--- src/rtl/rl_pkg.sv ---
package rl_pkg;

  // Per-cycle commands from the control to the datapath
  typedef struct packed {
    logic accept;    // charge the per-packet cost this cycle
    logic addWords;  // also charge length * word cost
  } rl_strobe_t;

  function automatic int maxOf3(input int a, input int b, input int c);
    int m;
    m = (a > b) ? a : b;
    return (m > c) ? m : c;
  endfunction

endpackage

--- src/rtl/rl_ctrl.sv ---
module rl_ctrl #(
  parameter int WCOST_W  = 16,
  parameter int LIMIT_W  = 16,
  parameter int COARSE_W = 22
) (
  input  logic                  startReq,
  input  logic [WCOST_W-1:0]    wordCost,
  input  logic [LIMIT_W-1:0]    burstLimit,
  input  logic [COARSE_W-1:0]   debtCoarse,
  output logic                  permit,
  output rl_pkg::rl_strobe_t    strobes
);

  logic [COARSE_W-1:0] limitWide;

  assign limitWide = COARSE_W'(burstLimit);

  // gate on the coarse view of the debt
  assign permit = (debtCoarse <= limitWide);

  // only a permitted request turns into a charge
  always_comb begin
    strobes.accept   = startReq && permit;
    strobes.addWords = startReq && permit && (wordCost != '0);
  end

endmodule

--- src/rtl/rl_datapath.sv ---
module rl_datapath #(
  parameter int PCOST_W = 16,
  parameter int WCOST_W = 16,
  parameter int LEN_W   = 12,
  parameter int DEBT_W  = 30,
  parameter int SHIFT   = 8,
  parameter int REFILL  = 16
) (
  input  logic                  clk,
  input  logic                  rstN,
  input  rl_pkg::rl_strobe_t    strobes,
  input  logic [PCOST_W-1:0]    pktCost,
  input  logic [WCOST_W-1:0]    wordCost,
  input  logic [LEN_W-1:0]      startLen,
  output logic [DEBT_W-1:0]     debt,
  output logic [DEBT_W-SHIFT-1:0] debtCoarse
);

  localparam logic [DEBT_W-1:0] REFILL_V = DEBT_W'(REFILL);

  logic [DEBT_W-1:0] drained;
  logic [DEBT_W-1:0] pktCharge;
  logic [DEBT_W-1:0] wordCharge;
  logic [DEBT_W-1:0] charge;
  logic [DEBT_W-1:0] debtNext;

  // saturating drain
  assign drained    = (debt >= REFILL_V) ? (debt - REFILL_V) : '0;

  // coarse packet cost scaled up, fine word cost times length
  assign pktCharge  = DEBT_W'({pktCost, {SHIFT{1'b0}}});
  assign wordCharge = strobes.addWords ? (DEBT_W'(startLen) * DEBT_W'(wordCost)) : '0;
  assign charge     = pktCharge + wordCharge;

  assign debtNext   = drained + (strobes.accept ? charge : '0);

  always_ff @(posedge clk) begin
    if (!rstN) debt <= '0;
    else       debt <= debtNext;
  end

  assign debtCoarse = debt[DEBT_W-1:SHIFT];

  // an accepted charge never wraps the register
  p_no_overflow_r7: assert property (@(posedge clk) disable iff (!rstN)
    strobes.accept |=> (debt >= $past(charge)))
    else $error("debt wrapped after charge");

endmodule

--- src/rtl/tok_rate_limiter.sv ---
module tok_rate_limiter #(
  parameter int PCOST_W = 16,
  parameter int WCOST_W = 16,
  parameter int LIMIT_W = 16,
  parameter int LEN_W   = 12,
  parameter int SHIFT   = 8,
  parameter int REFILL  = 16,
  localparam int DEBT_W = rl_pkg::maxOf3(LIMIT_W + SHIFT, PCOST_W + SHIFT,
                                         LEN_W + WCOST_W) + 2
) (
  input  logic               clk,
  input  logic               rstN,
  input  logic [PCOST_W-1:0] pktCost,
  input  logic [WCOST_W-1:0] wordCost,
  input  logic [LIMIT_W-1:0] burstLimit,
  input  logic               startReq,
  input  logic [LEN_W-1:0]   startLen,
  output logic               permit,
  output logic [DEBT_W-1:0]  debtLevel
);

  localparam int COARSE_W = DEBT_W - SHIFT;

  rl_pkg::rl_strobe_t  strobes;
  logic [COARSE_W-1:0] debtCoarse;

  rl_ctrl #(
    .WCOST_W(WCOST_W), .LIMIT_W(LIMIT_W), .COARSE_W(COARSE_W)
  ) u_ctrl (
    .startReq(startReq), .wordCost(wordCost), .burstLimit(burstLimit),
    .debtCoarse(debtCoarse), .permit(permit), .strobes(strobes)
  );

  rl_datapath #(
    .PCOST_W(PCOST_W), .WCOST_W(WCOST_W), .LEN_W(LEN_W),
    .DEBT_W(DEBT_W), .SHIFT(SHIFT), .REFILL(REFILL)
  ) u_dp (
    .clk(clk), .rstN(rstN), .strobes(strobes), .pktCost(pktCost),
    .wordCost(wordCost), .startLen(startLen), .debt(debtLevel),
    .debtCoarse(debtCoarse)
  );

  localparam logic [DEBT_W-1:0] REFILL_V = DEBT_W'(REFILL);

  // idle drain by the refill amount
  p_drain_r4: assert property (@(posedge clk) disable iff (!rstN)
    (!(startReq && permit) && debtLevel >= REFILL_V)
      |=> (debtLevel == $past(debtLevel) - REFILL_V))
    else $error("drain step wrong");

  // saturation at zero
  p_floor_r4: assert property (@(posedge clk) disable iff (!rstN)
    (!(startReq && permit) && debtLevel < REFILL_V) |=> (debtLevel == '0))
    else $error("drain did not stop at zero");

  // a blocked request only lowers the debt
  p_reject_r5: assert property (@(posedge clk) disable iff (!rstN)
    (startReq && !permit) |=> (debtLevel < $past(debtLevel)))
    else $error("blocked request charged");

  // packets-only charge ignores the length
  p_words_r6: assert property (@(posedge clk) disable iff (!rstN)
    (startReq && permit && wordCost == '0 && debtLevel >= REFILL_V)
      |=> (debtLevel == $past(debtLevel) - REFILL_V
                        + DEBT_W'({$past(pktCost), {SHIFT{1'b0}}})))
    else $error("length charged with zero word cost");

endmodule

--- config.mk ---
export PLATFORM = sky130hd
export DESIGN_NAME = tok_rate_limiter
export DESIGN_NICKNAME = d
export VERILOG_FILES = /design/src/rtl/rl_pkg.sv /design/src/rtl/rl_ctrl.sv /design/src/rtl/rl_datapath.sv /design/src/rtl/tok_rate_limiter.sv
export SDC_FILE = /design/constraint.sdc
export NUM_CORES = 1
export LEC_CHECK = 0
export ABC_CLOCK_PERIOD_IN_PS = 8700
export BUFFER_PORTS_ARGS = -buffer_cell sky130_fd_sc_hd__buf_2
export CAP_MARGIN = 0
export CORE_MARGIN = 3
export CORE_UTILIZATION = 55
export DETAILED_ROUTE_END_ITERATION = 10
export GPL_TIMING_DRIVEN = 0
export PLACE_DENSITY_LB_ADDON = 0.1
export SLEW_MARGIN = 0
export SYNTH_ARGS = -nofsm -noshare
export SYNTH_HDL_FRONTEND = slang
export SYNTH_HIERARCHICAL = 1
export SYNTH_SLANG_ARGS = --single-unit
--- constraint.sdc ---
create_clock -name clk -period 8.7 [get_ports clk]
set_clock_uncertainty 0.05 [all_clocks]
set_input_delay 0 -clock clk [delete_from_list [all_inputs] [get_ports clk]]
set_output_delay 0 -clock clk [all_outputs]
set_load 0.005 [all_outputs]
==> results of run 1 <==
==> report_power, final <==
group	internal (mW)	switching (mW)	total (mW)
Sequential	0.190	0.0628	0.253
Combinational	2.02	2.61	4.63
Clock	0.135	0.0602	0.195
==> metal layers <==
layer  wire length (um)  vias to the layer above
met4                758                        0
met5                  0                        -
met2              12070                      238
met1              11800                     4284
met3               1126                       40
li1                   -                     4520
==> stage by stage <==
step	setup TNS (ns)	instances	util
2_1_floorplan	0	1346	-
3_3_place_gp	-0.8657	1699	0.6041
3_5_place_dp	-1.334	1699	0.6041
4_1_cts	0	1703	0.6122
5_1_grt	-0.04892	1701	0.6146
6_report	0	1701	0.6146
==> layout make-up <==
| cell class | instances | area share |
|---|---|---|
| Clock inverter | 2 | 0.003243 |
| Sequential cell | 30 | 0.05189 |
| Timing Repair Buffer | 94 | 0.04086 |
| Multi-Input combinational cell | 1036 | 0.7664 |
| Tap cell | 260 | 0.02811 |
| Buffer | 53 | 0.02703 |
| Clock buffer | 6 | 0.01114 |
| Inverter | 220 | 0.07135 |
==> worst reg2reg max path: stages (launching register included) <==
cell	delay (ns)
dfxtp_1	0.35
buf_4	0.14
or4_4	0.54
nor3_4	0.20
and2_1	0.18
o2111ai_2	0.12
a21oi_1	0.54
clkinv_1	0.45
clkbuf_1	0.31
nor2_1	0.16
ha_2	0.32
nand3_1	0.08
nor2_1	0.04
a211o_1	0.32
o311a_1	0.35
o41a_1	0.36
a31oi_2	0.22
nor2b_1	0.18
xor2_1	0.16
nor2_1	0.06
ha_1	0.36
a21o_1	0.20
a21oi_2	0.19
nand2_1	0.08
a211oi_2	0.30
o31ai_2	0.17
a2111o_1	0.43
nand4_1	0.07
==> what timing repair did <==
| item | CTS | global route |
|---|---|---|
| gates resized for setup | 2 | 36 |
| setup endpoints to repair | 2 | 6 |
| setup buffers | 0 | 1 |
| pin swaps | 0 | 2 |
==> synthesized netlist by cell type (all sizes together) (29+ instances only) <==
cell	n
fa	142
a21oi	63
o21ai	32
xnor2	39
inv	218
ha	129
and2	88
nand2	189
nor2	96
clkbuf	35
xor2	29
dfxtp	30
==> worst max-delay path by stage <==
stage | end | start | slack (ns) | depth (start not counted)
4_1_cts | u_dp/debt[28] | startLen[9] | 0.008 | 36
3_3_place_gp | u_dp/debt[28] | startLen[5] | -0.36 | 36
6_report | u_dp/debt[28] | startLen[9] | 0.48 | 36
3_5_place_dp | u_dp/debt[28] | startLen[5] | -0.41 | 36
2_1_floorplan | u_dp/debt[28] | startLen[11] | 0.87 | 35
5_1_grt | u_dp/debt[28] | startLen[5] | -0.05 | 36
==> kinds of logic after synthesis <==
group                    after synthesis
adder cells (fa/ha/maj)              271
flip-flops                            30
buffers and inverters                280
AO/OA/AOI/OAI                        187
XOR/XNOR                              68
multiplexers                           6
AND/OR/NAND/NOR                      504
==> metrics.txt, run 1 <==
fin. max-slew vios=0; GR peak layer=met2; Multi-input gate area=8870 um^2; first-pass GRT wire length=42,100 um; I/O pin count=94; Tcrit/Tclk final=0.9445; hold endpoint=u_dp/debt[29]; CP Launch Type=input pin; Synth Register Bits=30; DRC Markers=0; Post-synth top flop=dfxtp_1; final hold viol count=0; Rows=50; die area=20,940 um^2; ys async rst share=0; setup violators final=0; Biggest register=u_dp/debt; hold path start=rstN; Critical Path AT=8.39 ns; hold_buf cts=0; ratio of cells with drive above 1 in the final layout=0.1180; RR Endpoint=u_dp/debt[28]; met3 global-route usage=0.02005; top cells by area, synth=fa_1 27%, ha_1 15%, inv_1 7.7%, nand2_1 6.7%, dfxtp_1 5.7%; leakage dissipation=6.093 nW; initial antenna violation count=0; post-synth top area cell=fa_1; total CTS buffers=5; largest family of logic cells by synthesized area=adder cells; Adder-Cell Fraction of Synth Area=0.4211; vias in the first global route=8,831; Root Buffer=clkbuf_16; library cells used by synthesis=75; FF/Latch Area=600.6 um^2; worst path buffer plus inverter count=5; VDD IR max=266.4 uV; Final ANT Viol Nets=0; Avg Cell Area, Syn=7.863 um^2; DR pass1 iterations=5; Synth Area in Compound Gates=0.1166; CP Capture Type=flop; critical path type=input pin to flop; Mapped Cells=1,346; post-route cell area=11,570 um^2; Yosys warnings=6; Port Buf Inserts=93; worst path required time=8.87 ns; worst skew pair latency=0.28 ns; Core Region=18,830 um^2; delay-heaviest family, CP=adder cells; max incr delay on CP=0.55 ns; most frequent cells in the layout=218 x inv_1, 189 x nand2_1, 142 x fa_1; FMAX=121.7 MHz; CP dominant cell by count=fa_1; M1 GR Usage=0.3329; Final #Nets=1,774; placed instance area=11,370 um^2; hold depth=3; class of the worst hold path=input pin to flop; post-synthesis sequential area ratio=0.05674; Vias/cell=5.339; Max FO, Critical Path=10; GR Util met2=0.4316; gpl congestion=0.8875; clock-pin slew on the worst setup and hold paths=0.05 ns; die height=144.7 um; multiplexer share of the synthesized area=0.006384; reg2reg start=u_dp/debt[25]; setup slack after layout=0.4825 ns; Netlist Area Pre-Place=10,580 um^2; Largest regs=u_dp/debt x30; Die Span X=144.7 um; max FFs per register=30; GRT Util Overall=0.2489; final WL=25,760 um; post-synth net total=1,680; First DRT Iteration DRCs=357; Post-Synth XOR/XNOR Area=0.05627; max_cap viols=0; Area Overhead vs Synth=9.351%; DP HPWL=22,240 um; Simple-Gate Fraction of Synth Area=0.2351; status=finished clean; grt ovf=0; per-cell routed wire length=15.14 um; total number of vias=9,082; pre-CTS WS=-0.4074 ns; Tmin final=8.217 ns; Starting Density=0.5621; Clock Sinks=30; Pwr per Cell Area=438.6 nW/um^2; CTS tree=done; Yosys top cell area share=0.2686; slowest CP cell=fa_1; Worst R2R Setup Slack=1.71 ns; Post-synth EDFFs=0; fillcell total=1,761; Final Power=5.076 mW; worst hold slack=0.04475 ns; pin count of the biggest net entering global routing=17; Tightest Pin Transition=0.6239 ns; Slew headroom=0.5840; Worst R2R Path Depth=27; most common cell after layout, fill and taps aside=inv_1; H-Tree Depth=2; maximum clock insertion buffer count=2; Antenna diodes=0
Power figures use the tool's default switching activity.
==> inputs of run 2 (changes only) <==
--- a/config.mk
+++ b/config.mk
@@ -12,6 +12,7 @@
 export CORE_UTILIZATION = 55
 export DETAILED_ROUTE_END_ITERATION = 10
 export GPL_TIMING_DRIVEN = 0
+export MAX_ROUTING_LAYER = met4
 export PLACE_DENSITY_LB_ADDON = 0.1
 export SLEW_MARGIN = 0
 export SYNTH_ARGS = -nofsm -noshare
==> run 2 against run 1 <==
Compared with the run above:
- final cell count unchanged
- maximum frequency about the same
- highest routed layer unchanged
- final area unchanged
- worst setup slack better by 0.0023 ns
- critical path depth unchanged
- critical endpoint unchanged
- first-iteration DRC count down 3.9%
- sequential power about the same
==> metrics.txt, run 2 (synthesis gave the netlist of run 1 again) <==
leakage dissipation=6.093 nW (unchanged); most frequent cells in the layout=218 x inv_1, 189 x nand2_1, 142 x fa_1; Max FO, Critical Path=10 (unchanged); Tcrit/Tclk final=0.9443 (about the same); DR pass1 iterations=5 (unchanged); delay-heaviest family, CP=adder cells; fillcell total=1,761 (unchanged); Vias/cell=5.336 (about the same); Biggest register=u_dp/debt; Slew headroom=0.5919 (+0.007869); setup violators final=0 (unchanged); Critical Path AT=8.38 ns (about the same); Port Buf Inserts=93 (unchanged); die area=20,940 um^2 (unchanged); vias in the first global route=8,827 (-0.045%); non-filler cells, final=1,701 (unchanged); First DRT Iteration DRCs=343 (-3.9%); Final ANT Viol Nets=0 (unchanged); class of the worst hold path=input pin to flop; post-route cell area=11,570 um^2 (unchanged); initial antenna violation count=0 (unchanged); Tightest Pin Transition=0.6121 ns (-0.01180 ns); Largest regs=u_dp/debt x30; total CTS buffers=5 (unchanged); ratio of cells with drive above 1 in the final layout=0.1180 (unchanged); first-pass GRT wire length=42,090 um (about the same); hold_buf cts=0 (unchanged); Antenna diodes=0 (unchanged); Worst R2R Setup Slack=1.72 ns (about the same); DP HPWL=22,240 um (unchanged); grt ovf=0 (unchanged); VDD IR max=266.4 uV (about the same); Rows=50 (unchanged); final hold viol count=0 (unchanged); maximum clock insertion buffer count=2 (unchanged); critical path type=input pin to flop; Starting Density=0.5621 (unchanged); Setup TNS=0 ns (unchanged); dpl cells=1,699 (unchanged); die height=144.7 um (unchanged); pin count of the biggest net entering global routing=17 (unchanged); placed instance area=11,370 um^2 (unchanged); Core Region=18,830 um^2 (unchanged); CTS tree=done; worst path buffer plus inverter count=5 (unchanged); Area Overhead vs Synth=9.351% (unchanged); Pwr per Cell Area=438.5 nW/um^2 (about the same); Tmin final=8.215 ns (-0.002299 ns); total number of vias=9,076 (-0.066%); I/O pin count=94 (unchanged); fin. max-slew vios=0 (unchanged); CP dominant cell by count=fa_1; per-cell routed wire length=15.13 um (-0.11%); GRT Util Overall=0.2563 (+0.007458); worst skew pair latency=0.28 ns (about the same); max incr delay on CP=0.53 ns (-0.02 ns); DRC Markers=0 (unchanged); most common cell after layout, fill and taps aside=inv_1; final WL=25,730 um (-0.11%); FMAX=121.7 MHz (about the same); clock-pin slew on the worst setup and hold paths=0.05 ns (about the same); worst path required time=8.87 ns (about the same); fin util=0.6146 (unchanged); worst hold slack=0.04288 ns (-0.001862 ns); status=finished clean; Die Span X=144.7 um (unchanged); gpl congestion=0.9024 (+1.7%); CP Capture Type=flop; CP Launch Type=input pin; Clock Sinks=30 (unchanged); H-Tree Depth=2 (unchanged); max_cap viols=0 (unchanged); max FFs per register=30 (unchanged); Final #Nets=1,774 (unchanged); Root Buffer=clkbuf_16; slowest CP cell=fa_1
## run 2: cell counts in the layout (fill, tap and decap cells not counted)
No cell type changed its count.
## run 2: metrics by stage
step	worst slack [ns]	total power, mW
2_1_floorplan	0.8747	3.944
3_3_place_gp	-0.3605	4.732
3_5_place_dp	-0.4074	4.799
4_1_cts	0.007955	5.025
5_1_grt	-0.04965	5.703
6_report	0.4848	5.075
## run 2: worst paths after layout
check,start,end,cells past startpoint
max,wordCost[6],u_dp/debt[28],36
min,rstN,u_dp/debt[29],3
max reg2reg,u_dp/debt[25],u_dp/debt[28],27
min reg2reg,u_dp/debt[1],u_dp/debt[1],3
## run 2: area by class of cell
type | count | area, um^2 | share of cell area
Multi-Input combinational cell | 1036 | 8870 | 0.7664
Inverter | 220 | 825.8 | 0.07135
Timing Repair Buffer | 94 | 473.0 | 0.04086
Buffer | 53 | 312.8 | 0.02703
Tap cell | 260 | 325.3 | 0.02811
Sequential cell | 30 | 600.6 | 0.05189
Clock inverter | 2 | 37.54 | 0.003243
Clock buffer | 6 | 128.9 | 0.01114
## run 2: per-layer routing
| metal | global-route usage | up-vias | wire length [um] |
|---|---|---|---|
| li1 | - | 4518 | - |
| met1 | 0.3327 | 4263 | 11740 |
| met2 | 0.4318 | 253 | 12030 |
| met3 | 0.02005 | 42 | 1202 |
| met4 | 0.07707 | 0 | 765 |
| met5 | - | - | 0 |
## run 2: power by group
part / internal (mW) / total, mW / switching (mW)
sequential: 0.190 / 0.253 / 0.0627
clock: 0.135 / 0.195 / 0.0601
combinational: 2.02 / 4.63 / 2.61
## run 2: worst min-delay path, cell delays in order
cell and delay, ns:
buf_2 0.17, a311oi_1 0.11, o311ai_1 0.06
## run 2: repair_timing
item	CTS	global route
endpoints found under the setup margin	2	6
gates resized for setup	2	36
endpoints found under the hold margin	0	0
pin swaps	0	2
setup buffers	0	1
